<file path="config.mk">
export PLATFORM = sky130hd
export DESIGN_NAME = merging_wbuf
export DESIGN_NICKNAME = d
export VERILOG_FILES = /design/src/rtl/mwb_pkg.sv /design/src/rtl/mwb_match.sv /design/src/rtl/mwb_pick.sv /design/src/rtl/mwb_store.sv /design/src/rtl/merging_wbuf.sv
export SDC_FILE = /design/constraint.sdc
export NUM_CORES = 1
export LEC_CHECK = 0
export ABC_AREA = 1
export CORE_MARGIN = 5
export CORE_UTILIZATION = 40
export CTS_BUF_LIST = sky130_fd_sc_hd__clkbuf_8
export DETAILED_ROUTE_END_ITERATION = 6
export DONT_BUFFER_PORTS = 1
export PLACE_DENSITY = 0.54
export SKIP_LAST_GASP = 1
export SLEW_MARGIN = 10
export SYNTH_ARGS = -nofsm -noshare
export SYNTH_HDL_FRONTEND = slang
export SYNTH_SLANG_ARGS = --single-unit
</file>
<file path="constraint.sdc">
create_clock -name clk -period 9.5 [get_ports clk]
set_input_delay 1.9 -clock clk [delete_from_list [all_inputs] [get_ports clk]]
set_output_delay 1.9 -clock clk [all_outputs]
set_load 0.03 [all_outputs]
</file>
<file path="src/rtl/mwb_pkg.sv">
package mwb_pkg;

  typedef enum logic [1:0] {
    WA_NONE  = 2'd0,
    WA_MERGE = 2'd1,
    WA_ALLOC = 2'd2,
    WA_STALL = 2'd3
  } wr_act_e;

endpackage

</file>
<file path="src/rtl/mwb_match.sv">
module mwb_match #(
  parameter int ADDR_W = 16,
  parameter int LEN_W  = 7,
  parameter int BURST  = 64
) (
  input  logic              e_valid,
  input  logic [ADDR_W-1:0] e_base,
  input  logic [LEN_W-1:0]  e_len,
  input  logic [ADDR_W-1:0] w_base,
  input  logic [LEN_W-1:0]  w_len,
  input  logic [ADDR_W-1:0] r_base,
  input  logic [LEN_W-1:0]  r_len,
  output logic              can_join,
  output logic [ADDR_W-1:0] join_base,
  output logic [LEN_W-1:0]  join_len,
  output logic              covers
);
  localparam int EW = ADDR_W + 1;

  logic [EW-1:0] e_lo, e_hi, w_lo, w_hi, r_lo, r_hi;
  logic [EW-1:0] u_lo, u_hi, u_span;
  logic          touch;

  always_comb begin
    e_lo   = {1'b0, e_base};
    e_hi   = e_lo + EW'(e_len);
    w_lo   = {1'b0, w_base};
    w_hi   = w_lo + EW'(w_len);
    r_lo   = {1'b0, r_base};
    r_hi   = r_lo + EW'(r_len);
    // closed comparison: equal ends count as touching
    touch  = e_valid && (w_lo <= e_hi) && (e_lo <= w_hi);
    u_lo   = (w_lo < e_lo) ? w_lo : e_lo;
    u_hi   = (w_hi > e_hi) ? w_hi : e_hi;
    u_span = u_hi - u_lo;
    can_join  = touch && (u_span <= EW'(BURST));
    join_base = (w_base < e_base) ? w_base : e_base;
    join_len  = u_span[LEN_W-1:0];
    covers    = e_valid && (e_lo <= r_lo) && (r_hi <= e_hi);
  end

endmodule

</file>
<file path="src/rtl/mwb_pick.sv">
module mwb_pick #(
  parameter int N     = 4,
  parameter int IDX_W = 2
) (
  input  logic [N-1:0]     req,
  output logic             found,
  output logic [IDX_W-1:0] idx
);
  always_comb begin
    idx = '0;
    for (int i = N - 1; i >= 0; i--) begin
      if (req[i]) idx = IDX_W'(i);
    end
    found = |req;
  end
endmodule

</file>
<file path="src/rtl/mwb_store.sv">
module mwb_store #(
  parameter int ADDR_W = 16,
  parameter int LEN_W  = 7,
  parameter int DEPTH  = 4,
  parameter int BURST  = 64,
  parameter int CNT_W  = 3,
  parameter int IDX_W  = 2
) (
  input  logic              clk,
  input  logic              rst_n,
  input  logic              merge_en,
  input  logic [IDX_W-1:0]  merge_idx,
  input  logic [ADDR_W-1:0] merge_base,
  input  logic [LEN_W-1:0]  merge_len,
  input  logic              alloc_en,
  input  logic [ADDR_W-1:0] alloc_base,
  input  logic [LEN_W-1:0]  alloc_len,
  input  logic              pop_en,
  output logic [ADDR_W-1:0] base_q [DEPTH],
  output logic [LEN_W-1:0]  len_q  [DEPTH],
  output logic [DEPTH-1:0]  valid,
  output logic [CNT_W-1:0]  count_q
);
  logic [ADDR_W-1:0] base_n [DEPTH];
  logic [LEN_W-1:0]  len_n  [DEPTH];
  logic [CNT_W-1:0]  cnt_mid, count_n;
  logic              upd;

  // next state: merge in place, then shift out the head, then append
  always_comb begin
    base_n  = base_q;
    len_n   = len_q;
    cnt_mid = count_q;
    if (merge_en) begin
      base_n[merge_idx] = merge_base;
      len_n[merge_idx]  = merge_len;
    end
    if (pop_en) begin
      for (int i = 0; i < DEPTH - 1; i++) begin
        base_n[i] = base_n[i+1];
        len_n[i]  = len_n[i+1];
      end
      base_n[DEPTH-1] = '0;
      len_n[DEPTH-1]  = '0;
      cnt_mid = count_q - CNT_W'(1);
    end
    count_n = cnt_mid;
    if (alloc_en) begin
      base_n[cnt_mid[IDX_W-1:0]] = alloc_base;
      len_n[cnt_mid[IDX_W-1:0]]  = alloc_len;
      count_n = cnt_mid + CNT_W'(1);
    end
    upd = merge_en | pop_en | alloc_en;
  end

  always_ff @(posedge clk or negedge rst_n) begin
    if (!rst_n) begin
      count_q <= '0;
      for (int i = 0; i < DEPTH; i++) begin
        base_q[i] <= '0;
        len_q[i]  <= '0;
      end
    end else if (upd) begin
      count_q <= count_n;
      base_q  <= base_n;
      len_q   <= len_n;
    end
  end

  always_comb begin
    for (int i = 0; i < DEPTH; i++) valid[i] = (CNT_W'(i) < count_q);
  end


  occ_bound_chk: assert property (@(posedge clk) disable iff (!rst_n)
    count_q <= CNT_W'(DEPTH));

  for (genvar g = 0; g < DEPTH; g++) begin : g_fit

    burst_fit_chk: assert property (@(posedge clk) disable iff (!rst_n)
      valid[g] |-> (len_q[g] != '0 && len_q[g] <= LEN_W'(BURST)));
  end

endmodule

</file>
<file path="src/rtl/merging_wbuf.sv">
module merging_wbuf
  import mwb_pkg::*;
#(
  parameter int ADDR_W      = 16,
  parameter int BURST_BYTES = 64,
  parameter int DEPTH       = 4,
  parameter int STAT_W      = 16,
  localparam int LEN_W = $clog2(BURST_BYTES) + 1,
  localparam int CNT_W = $clog2(DEPTH + 1),
  localparam int IDX_W = (DEPTH > 1) ? $clog2(DEPTH) : 1
) (
  input  logic              clk,
  input  logic              rst_n,
  input  logic              wr_valid,
  output logic              wr_ready,
  input  logic [ADDR_W-1:0] wr_addr,
  input  logic [LEN_W-1:0]  wr_len,
  input  logic              rd_valid,
  input  logic [ADDR_W-1:0] rd_addr,
  input  logic [LEN_W-1:0]  rd_len,
  output logic              rd_hit,
  output logic              pop_valid,
  input  logic              pop_ready,
  output logic [ADDR_W-1:0] pop_addr,
  output logic [LEN_W-1:0]  pop_len,
  output logic [CNT_W-1:0]  occupancy,
  output logic [STAT_W-1:0] accept_cnt
);
  logic [ADDR_W-1:0] ent_base [DEPTH];
  logic [LEN_W-1:0]  ent_len  [DEPTH];
  logic [DEPTH-1:0]  ent_valid;
  logic [CNT_W-1:0]  count_q;

  logic [DEPTH-1:0]  can_join, merge_ok, covers;
  logic [ADDR_W-1:0] join_base [DEPTH];
  logic [LEN_W-1:0]  join_len  [DEPTH];

  logic              can_merge, pop_fire, wr_acc;
  logic [IDX_W-1:0]  m_idx;
  wr_act_e           act;

  logic              hit_q, hit_n;
  logic [STAT_W-1:0] acc_q, acc_n;
  logic              acc_en;

  for (genvar g = 0; g < DEPTH; g++) begin : g_cmp
    mwb_match #(.ADDR_W(ADDR_W), .LEN_W(LEN_W), .BURST(BURST_BYTES)) u_match (
      .e_valid  (ent_valid[g]),
      .e_base   (ent_base[g]),
      .e_len    (ent_len[g]),
      .w_base   (wr_addr),
      .w_len    (wr_len),
      .r_base   (rd_addr),
      .r_len    (rd_len),
      .can_join (can_join[g]),
      .join_base(join_base[g]),
      .join_len (join_len[g]),
      .covers   (covers[g])
    );
    // the head leaving this cycle must not absorb the write
    if (g == 0) begin : g_head
      assign merge_ok[g] = can_join[g] && !pop_fire;
    end else begin : g_rest
      assign merge_ok[g] = can_join[g];
    end
  end

  mwb_pick #(.N(DEPTH), .IDX_W(IDX_W)) u_pick (
    .req  (merge_ok),
    .found(can_merge),
    .idx  (m_idx)
  );

  assign pop_valid = (count_q != '0);
  assign pop_fire  = pop_valid && pop_ready;
  assign pop_addr  = ent_base[0];
  assign pop_len   = ent_len[0];
  assign occupancy = count_q;

  always_comb begin
    if (!wr_valid)                        act = WA_NONE;
    else if (can_merge)                   act = WA_MERGE;
    else if (count_q < CNT_W'(DEPTH))     act = WA_ALLOC;
    else                                  act = WA_STALL;
    wr_ready = can_merge || (count_q < CNT_W'(DEPTH));
    wr_acc   = (act == WA_MERGE) || (act == WA_ALLOC);
  end

  mwb_store #(
    .ADDR_W(ADDR_W), .LEN_W(LEN_W), .DEPTH(DEPTH), .BURST(BURST_BYTES),
    .CNT_W(CNT_W), .IDX_W(IDX_W)
  ) u_store (
    .clk       (clk),
    .rst_n     (rst_n),
    .merge_en  (act == WA_MERGE),
    .merge_idx (m_idx),
    .merge_base(join_base[m_idx]),
    .merge_len (join_len[m_idx]),
    .alloc_en  (act == WA_ALLOC),
    .alloc_base(wr_addr),
    .alloc_len (wr_len),
    .pop_en    (pop_fire),
    .base_q    (ent_base),
    .len_q     (ent_len),
    .valid     (ent_valid),
    .count_q   (count_q)
  );

  // read lookup result and acceptance statistic
  always_comb begin
    hit_n  = rd_valid && (|covers);
    acc_en = wr_acc;
    acc_n  = acc_q + STAT_W'(1);
  end

  always_ff @(posedge clk or negedge rst_n) begin
    if (!rst_n) begin
      hit_q <= 1'b0;
      acc_q <= '0;
    end else begin
      hit_q <= hit_n;
      if (acc_en) acc_q <= acc_n;
    end
  end

  assign rd_hit     = hit_q;
  assign accept_cnt = acc_q;


  stall_hold_chk: assert property (@(posedge clk) disable iff (!rst_n)
    (wr_valid && !wr_ready && !pop_fire) |=> $stable(occupancy));


  hit_src_chk: assert property (@(posedge clk) disable iff (!rst_n)
    rd_hit |-> $past(rd_valid));


  pop_dec_chk: assert property (@(posedge clk) disable iff (!rst_n)
    (pop_fire && !(wr_valid && wr_ready)) |=> (occupancy == $past(occupancy) - CNT_W'(1)));


  accept_cnt_chk: assert property (@(posedge clk) disable iff (!rst_n)
    !(wr_valid && wr_ready) |=> $stable(accept_cnt));

endmodule

</file>
==> results.ini, run 1 <==
[sta]
rsz0062_at_grt = yes
max_freq_mhz = 103
min_period_ns = 9.69
tightest_slew_ns = 1.27
slew_headroom_pct = 15.0
setup_tns_ns = -0.186
fin_ws_ns = -0.186
fin_skew_ns = 0.0290
setup_violations = 1
hold_viol_final = 0
slew_viol_final = 0
min_period_over_period_pct = 102

[setup_path]
r2r-end = u_store.len_q[19]
critical_path.top_delay_family = buffers and inverters
end_kind = primary output
critPathSlowestCell = ha_1
critical_path_arrival_ns = 7.79
reg2reg_depth = 59
crit_top_cell = buf_4
crit_buf_inv = 23
critPathKind = in2out
crit_path_max_incr_delay_ns = 0.28
path_max_fanout = 16
rr_startpoint = u_store.len_q[2]
worstPathRequired_ns = 7.60
rrSetupSlack_ns = 0.46
startpoint_type = input pin

[die]
die_h_um = 264
die_area_um2 = 69600
initial_core_util_pct = 40.2
die_w_um = 264
ios = 96
rows = 93
coreArea_um2 = 64100

[global_route]
antenna_found_initial = 3
first_global_vias = 27500
grt_overflow = 0
grt_max_degree = 113
grt_pass1_wl_mm = 182
track_usage_pct = 34.7

[yosys]
ys.flop_type = dfrtp_1
synth_edf_count = 0
syn_inst = 4088
yosysTopAreaCell = ha_1
synth_top_cells_by_area = ha_1 (24%), nand2_1 (15%), dfrtp_1 (11%)
synthArstFlopShare_pct = 100
ys_warn_count = 0
syn_nets = 4653
synth-seq-cells = 112
synth_area_um2 = 25800
synth_cell_types = 63
synth.avg_cell_area_um2 = 6.31
yosysSeqAreaShare_pct = 10.9
yosysTopAreaCellShare_pct = 24.5

[clock_tree]
clockRootBuffer = clkbuf_8
cts.reportedPaths.clkPinSlew_ns = 0.14
tritoncts = done
cts-buffers-inserted = 9
clock_path_buffers = 2
clk_latency_ns = 0.49
clock-sinks = 112
htreeDepth = 3

[drt]
first_pass_iters = 6
detail-route-antenna-nets = 0
drc_errors = 0
drt_iter0_markers = 3595
wl_mm = 127
wire_per_inst_um = 23.9
viasPerCell = 5.71
vias = 30400

[final_layout]
fillers = 6799
syn_to_final_growth_pct = 19.0
drive_gt1_share_pct = 15.1
final_cell_mix = nand2_1 (1046), nand3_1 (519), ha_1 (500)
final_cell_area_um2 = 30700
fin_nets = 5028
layout_commonest_cell = nand2_1
final_util_pct = 47.8

[placement]
place.gp.congestion = 1.01
dpl_cell_area_um2 = 29800
hpwl_mm = 102
io_buffer_count = 0

[hold_path]
min_path_type = reg2reg
min_path_cells = 2
worstHoldEndpoint = u_store.len_q[14]
hp-start = u_store.len_q[14]

[outcome]
outcome = complete, but fails checks
violations = setup timing

[job]
cap_viol_max_count = 0

==> sequential cells by signal, summed over array words and instances, names as in the netlist <==
name,count
u_store.base_q,64
accept_cnt,16
u_store.count_q,3
u_store.len_q,28
rd_hit,1
==> worst min-delay path, delay by kind of cell, from the launching register on <==
kind,cells,cell delay [ns]
and+or+nand+nor,2,0.12
DFF,1,0.41
==> repair_timing <==
action	in CTS	in global routing
gates cloned	1	0
resized for setup	41	57
setup buffers	30	15
hold buffers	0	0
setup endpoints to repair	1	70
pin swaps	28	47
==> how the worst max path moves through the flow <==
stage | from | end | slack, ns | cells after the start
6_report | wr_addr[1] | wr_ready | -0.19 | 45
5_1_grt | wr_addr[1] | wr_ready | -0.43 | 41
4_1_cts | wr_addr[0] | wr_ready | 0.001 | 36
3_5_place_dp | wr_addr[1] | wr_ready | -0.65 | 38
3_3_place_gp | wr_addr[1] | wr_ready | -0.59 | 38
2_1_floorplan | wr_addr[1] | wr_ready | 0.05 | 37
==> cell usage after synthesis, drive strengths merged (14+ instances only) <==
| cell | number |
|---|---|
| nand3b | 29 |
| buf | 68 |
| nand4 | 108 |
| dfrtp | 112 |
| a31oi | 27 |
| a211oi | 19 |
| inv | 491 |
| xor2 | 89 |
| clkbuf | 58 |
| nor4 | 20 |
| or2 | 28 |
| xnor2 | 30 |
| a21oi | 242 |
| o21ai | 256 |
| ha | 504 |
| nor2 | 228 |
| nand3 | 533 |
| nor3 | 51 |
| a21o | 14 |
| nand2 | 1085 |
==> cells by family after synthesis <==
logic type | Yosys count | synth area share (%)
flip-flops | 112 | 10.9
AO/OA/AOI/OAI | 628 | 13.5
AND/OR/NAND/NOR | 2093 | 36.4
adder cells (fa/ha/maj) | 514 | 25.2
XOR/XNOR | 119 | 4.04
buffers and inverters | 622 | 9.95
==> per-layer routing <==
layer	vias to the layer above	share of wire (%)	global-route usage [%]
met5	-	0.010	0
met4	2	5.5	15.1
met3	296	12	8.89
met2	1610	40	50.2
met1	13800	43	48.8
li1	14600	-	-
==> final cells by class <==
type | instances | area (µm²) | area share [%]
Clock inverter | 6 | 62.6 | 0.204
Sequential cell | 112 | 2800 | 9.14
Clock buffer | 9 | 124 | 0.404
Timing Repair inverter | 1 | 7.51 | 0.0245
Tap cell | 855 | 1070 | 3.49
Multi-Input combinational cell | 3354 | 20800 | 67.7
Timing Repair Buffer | 489 | 3950 | 12.9
Antenna cell | 1 | 2.50 | 0.00816
Inverter | 496 | 1880 | 6.13
==> stage by stage <==
step | setup WS, ns | cells | hold slack [ns]
after floorplan | 0.0507 | 4088 | 0.467
after global placement | -0.590 | 5261 | 0.512
after detailed placement | -0.652 | 5261 | 0.518
after CTS | 0.000951 | 5307 | 0.549
after global routing | -0.431 | 5322 | 0.593
final | -0.186 | 5323 | 0.548
Power of run 1 is left out: the tool's default activity adds up to more than one toggle a clock period on the data nets, which glitch-free logic cannot reach.
==> run 2, diff against run 1 <==
- CORE_UTILIZATION: 40 -> 55
- PLACE_DENSITY: 0.54 -> 0.71
- TNS_END_PERCENT: default -> 10
==> run 2 against run 1 <==
Non-clock buffer count is 83 lower. The run ends with DRC, setup timing left. Clock skew is 0.0095 ns higher. Count of clock-buffer cells in the layout stayed put. Utilization is 17 points higher. Maximum frequency is 1.2% higher. Cell count is 6.1% lower. Routed wire length is 5.9% lower. Sequential share of layout area is 0.19 points higher. First-iteration DRC count is 9.1% higher. Largest cell class unchanged.
==> results.ini, run 2 (same netlist as run 1, synthesis figures left out) <==
[clock_tree]
clk_latency_ns = 0.50
cts.reportedPaths.clkPinSlew_ns = 0.13
clockRootBuffer = clkbuf_8
clock-sinks = 112
htreeDepth = 3
cts-buffers-inserted = 9
tritoncts = done
clock_path_buffers = 2

[final_layout]
fin_cells = 4998
largest-register = u_store.base_q
syn_to_final_growth_pct = 16.6
largest_reg_flops = 64
layout_commonest_cell = nand2_1
final_util_pct = 64.7
fin_nets = 4945
drive_gt1_share_pct = 15.1
final_cell_mix = nand2_1 (1031), nand3_1 (511), ha_1 (494)
fillers = 4621

[drt]
wl_met2_mm = 46.6
vias = 30900
first_pass_iters = 7
wl_mm = 120
wire_per_inst_um = 23.9
topRoutingLayerUsed = met5
wl_met3_mm = 17.0
detail-route-antenna-nets = 0
drc_errors = 6
met1_length_mm = 47.0
viasPerCell = 6.19
drt_iter0_markers = 3921

[sta]
whs_ns = 0.536
rsz0062_at_grt = yes
min_period_over_period_pct = 101
max_freq_mhz = 104
slew_viol_final = 0
setup_violations = 1
min_period_ns = 9.57
tightest_slew_ns = 1.15
slew_headroom_pct = 23.2
fin_skew_ns = 0.0385
fin_ws_ns = -0.0729
hold_viol_final = 0

[outcome]
violations = DRC, setup timing
outcome = complete, but fails checks

[global_route]
first_global_vias = 27700
antenna_found_initial = 11
grt_max_degree = 113
grt_pass1_wl_mm = 172
grt_overflow = 0
track_usage_pct = 44.8

[setup_path]
crit_top_cell = nand4_1
critPathKind = in2out
rrSetupSlack_ns = 0.80
path_max_fanout = 16
r2r-end = u_store.base_q[46]
worstPathRequired_ns = 7.60
end_kind = primary output
critPathSlowestCell = ha_1
startpoint_type = input pin
crit_path_max_incr_delay_ns = 0.29
rr_startpoint = u_store.base_q[2]
reg2reg_depth = 50
critical_path_arrival_ns = 7.67

[die]
rows = 79
die_h_um = 227
coreArea_um2 = 46500
initial_core_util_pct = 55.5
die_w_um = 227
die_area_um2 = 51300
ios = 96

[hold_path]
min_path_type = reg2reg
hp-start = u_store.len_q[9]
worstHoldEndpoint = u_store.len_q[9]
min_path_cells = 2

[placement]
hpwl_mm = 95.3
dp_cells = 4935
io_buffer_count = 0
place_ws_ns = -0.487
place.gp.congestion = 1.06

[job]
cap_viol_max_count = 0

run 2: cell types whose count changed in the layout (fill, tap and decap cells not counted), moves of 6 or more:
cell     before   now
o21ai_0     239   222
nand3_2      12    19
o21ai_2       6    14
buf_4       464   380
nand3_1     519   511
nand2_2      28    43
inv_2        23    30
a21oi_2      10    20
a21oi_1     231   221
o21ai_1      11    20
nand2_1    1046  1031
ha_1        500   494
run 2: repair_timing:
item,CTS,global route
pin swaps,31,98
gates cloned,1,0
hold buffers,0,0
resized for setup,45,144
buffers inserted,15,26
setup endpoints to repair,1,61
run 2: final cells by class:
cell class / count / area [µm²] / share of cell area, %
inverter: 496 / 1880 / 6.24
timing repair inverter: 1 / 7.51 / 0.0250
clock buffer: 9 / 124 / 0.412
multi-input combinational: 3354 / 21000 / 70.0
antenna: 6 / 15.0 / 0.0500
timing repair buffer: 406 / 3330 / 11.1
tap: 607 / 759 / 2.53
sequential: 112 / 2800 / 9.33
clock inverter: 7 / 95.1 / 0.316
run 2: critical path: cells and delay by family:
kind | cells | cell delay (ns)
simple gates | 21 | 2.66
buf+inv | 9 | 1.02
xor+xnor | 2 | 0.45
fa+ha+maj | 3 | 0.78
compound gates | 6 | 0.82
run 2: worst max-delay path by stage:
stage | start | end | slack (ns) | cells after the start
2_1_floorplan | wr_addr[1] | wr_ready | 0.05 | 37
3_3_place_gp | wr_addr[1] | wr_ready | -0.35 | 41
3_5_place_dp | wr_addr[1] | wr_ready | -0.49 | 38
4_1_cts | wr_addr[1] | wr_ready | 0.003 | 41
5_1_grt | wr_addr[1] | wr_ready | -0.34 | 43
6_report | wr_addr[1] | wr_ready | -0.07 | 41
run 2: metrics by stage:
| stage | cell area [µm²] | TNS (ns) |
|---|---|---|
| 2_1_floorplan | 25800 | 0 |
| 3_3_place_gp | 28900 | -11.40 |
| 3_5_place_dp | 28900 | -25.32 |
| 4_1_cts | 29300 | 0 |
| 5_1_grt | 30000 | -0.341 |
| 6_report | 30100 | -0.0729 |
run 2: per-layer routing:
layer	vias to the layer above	GRT usage, %
li1	14500	-
met1	13900	60.4
met2	2080	62.8
met3	476	13.5
met4	4	26.5
met5	-	0
Power of run 2 is left out for the same reason.
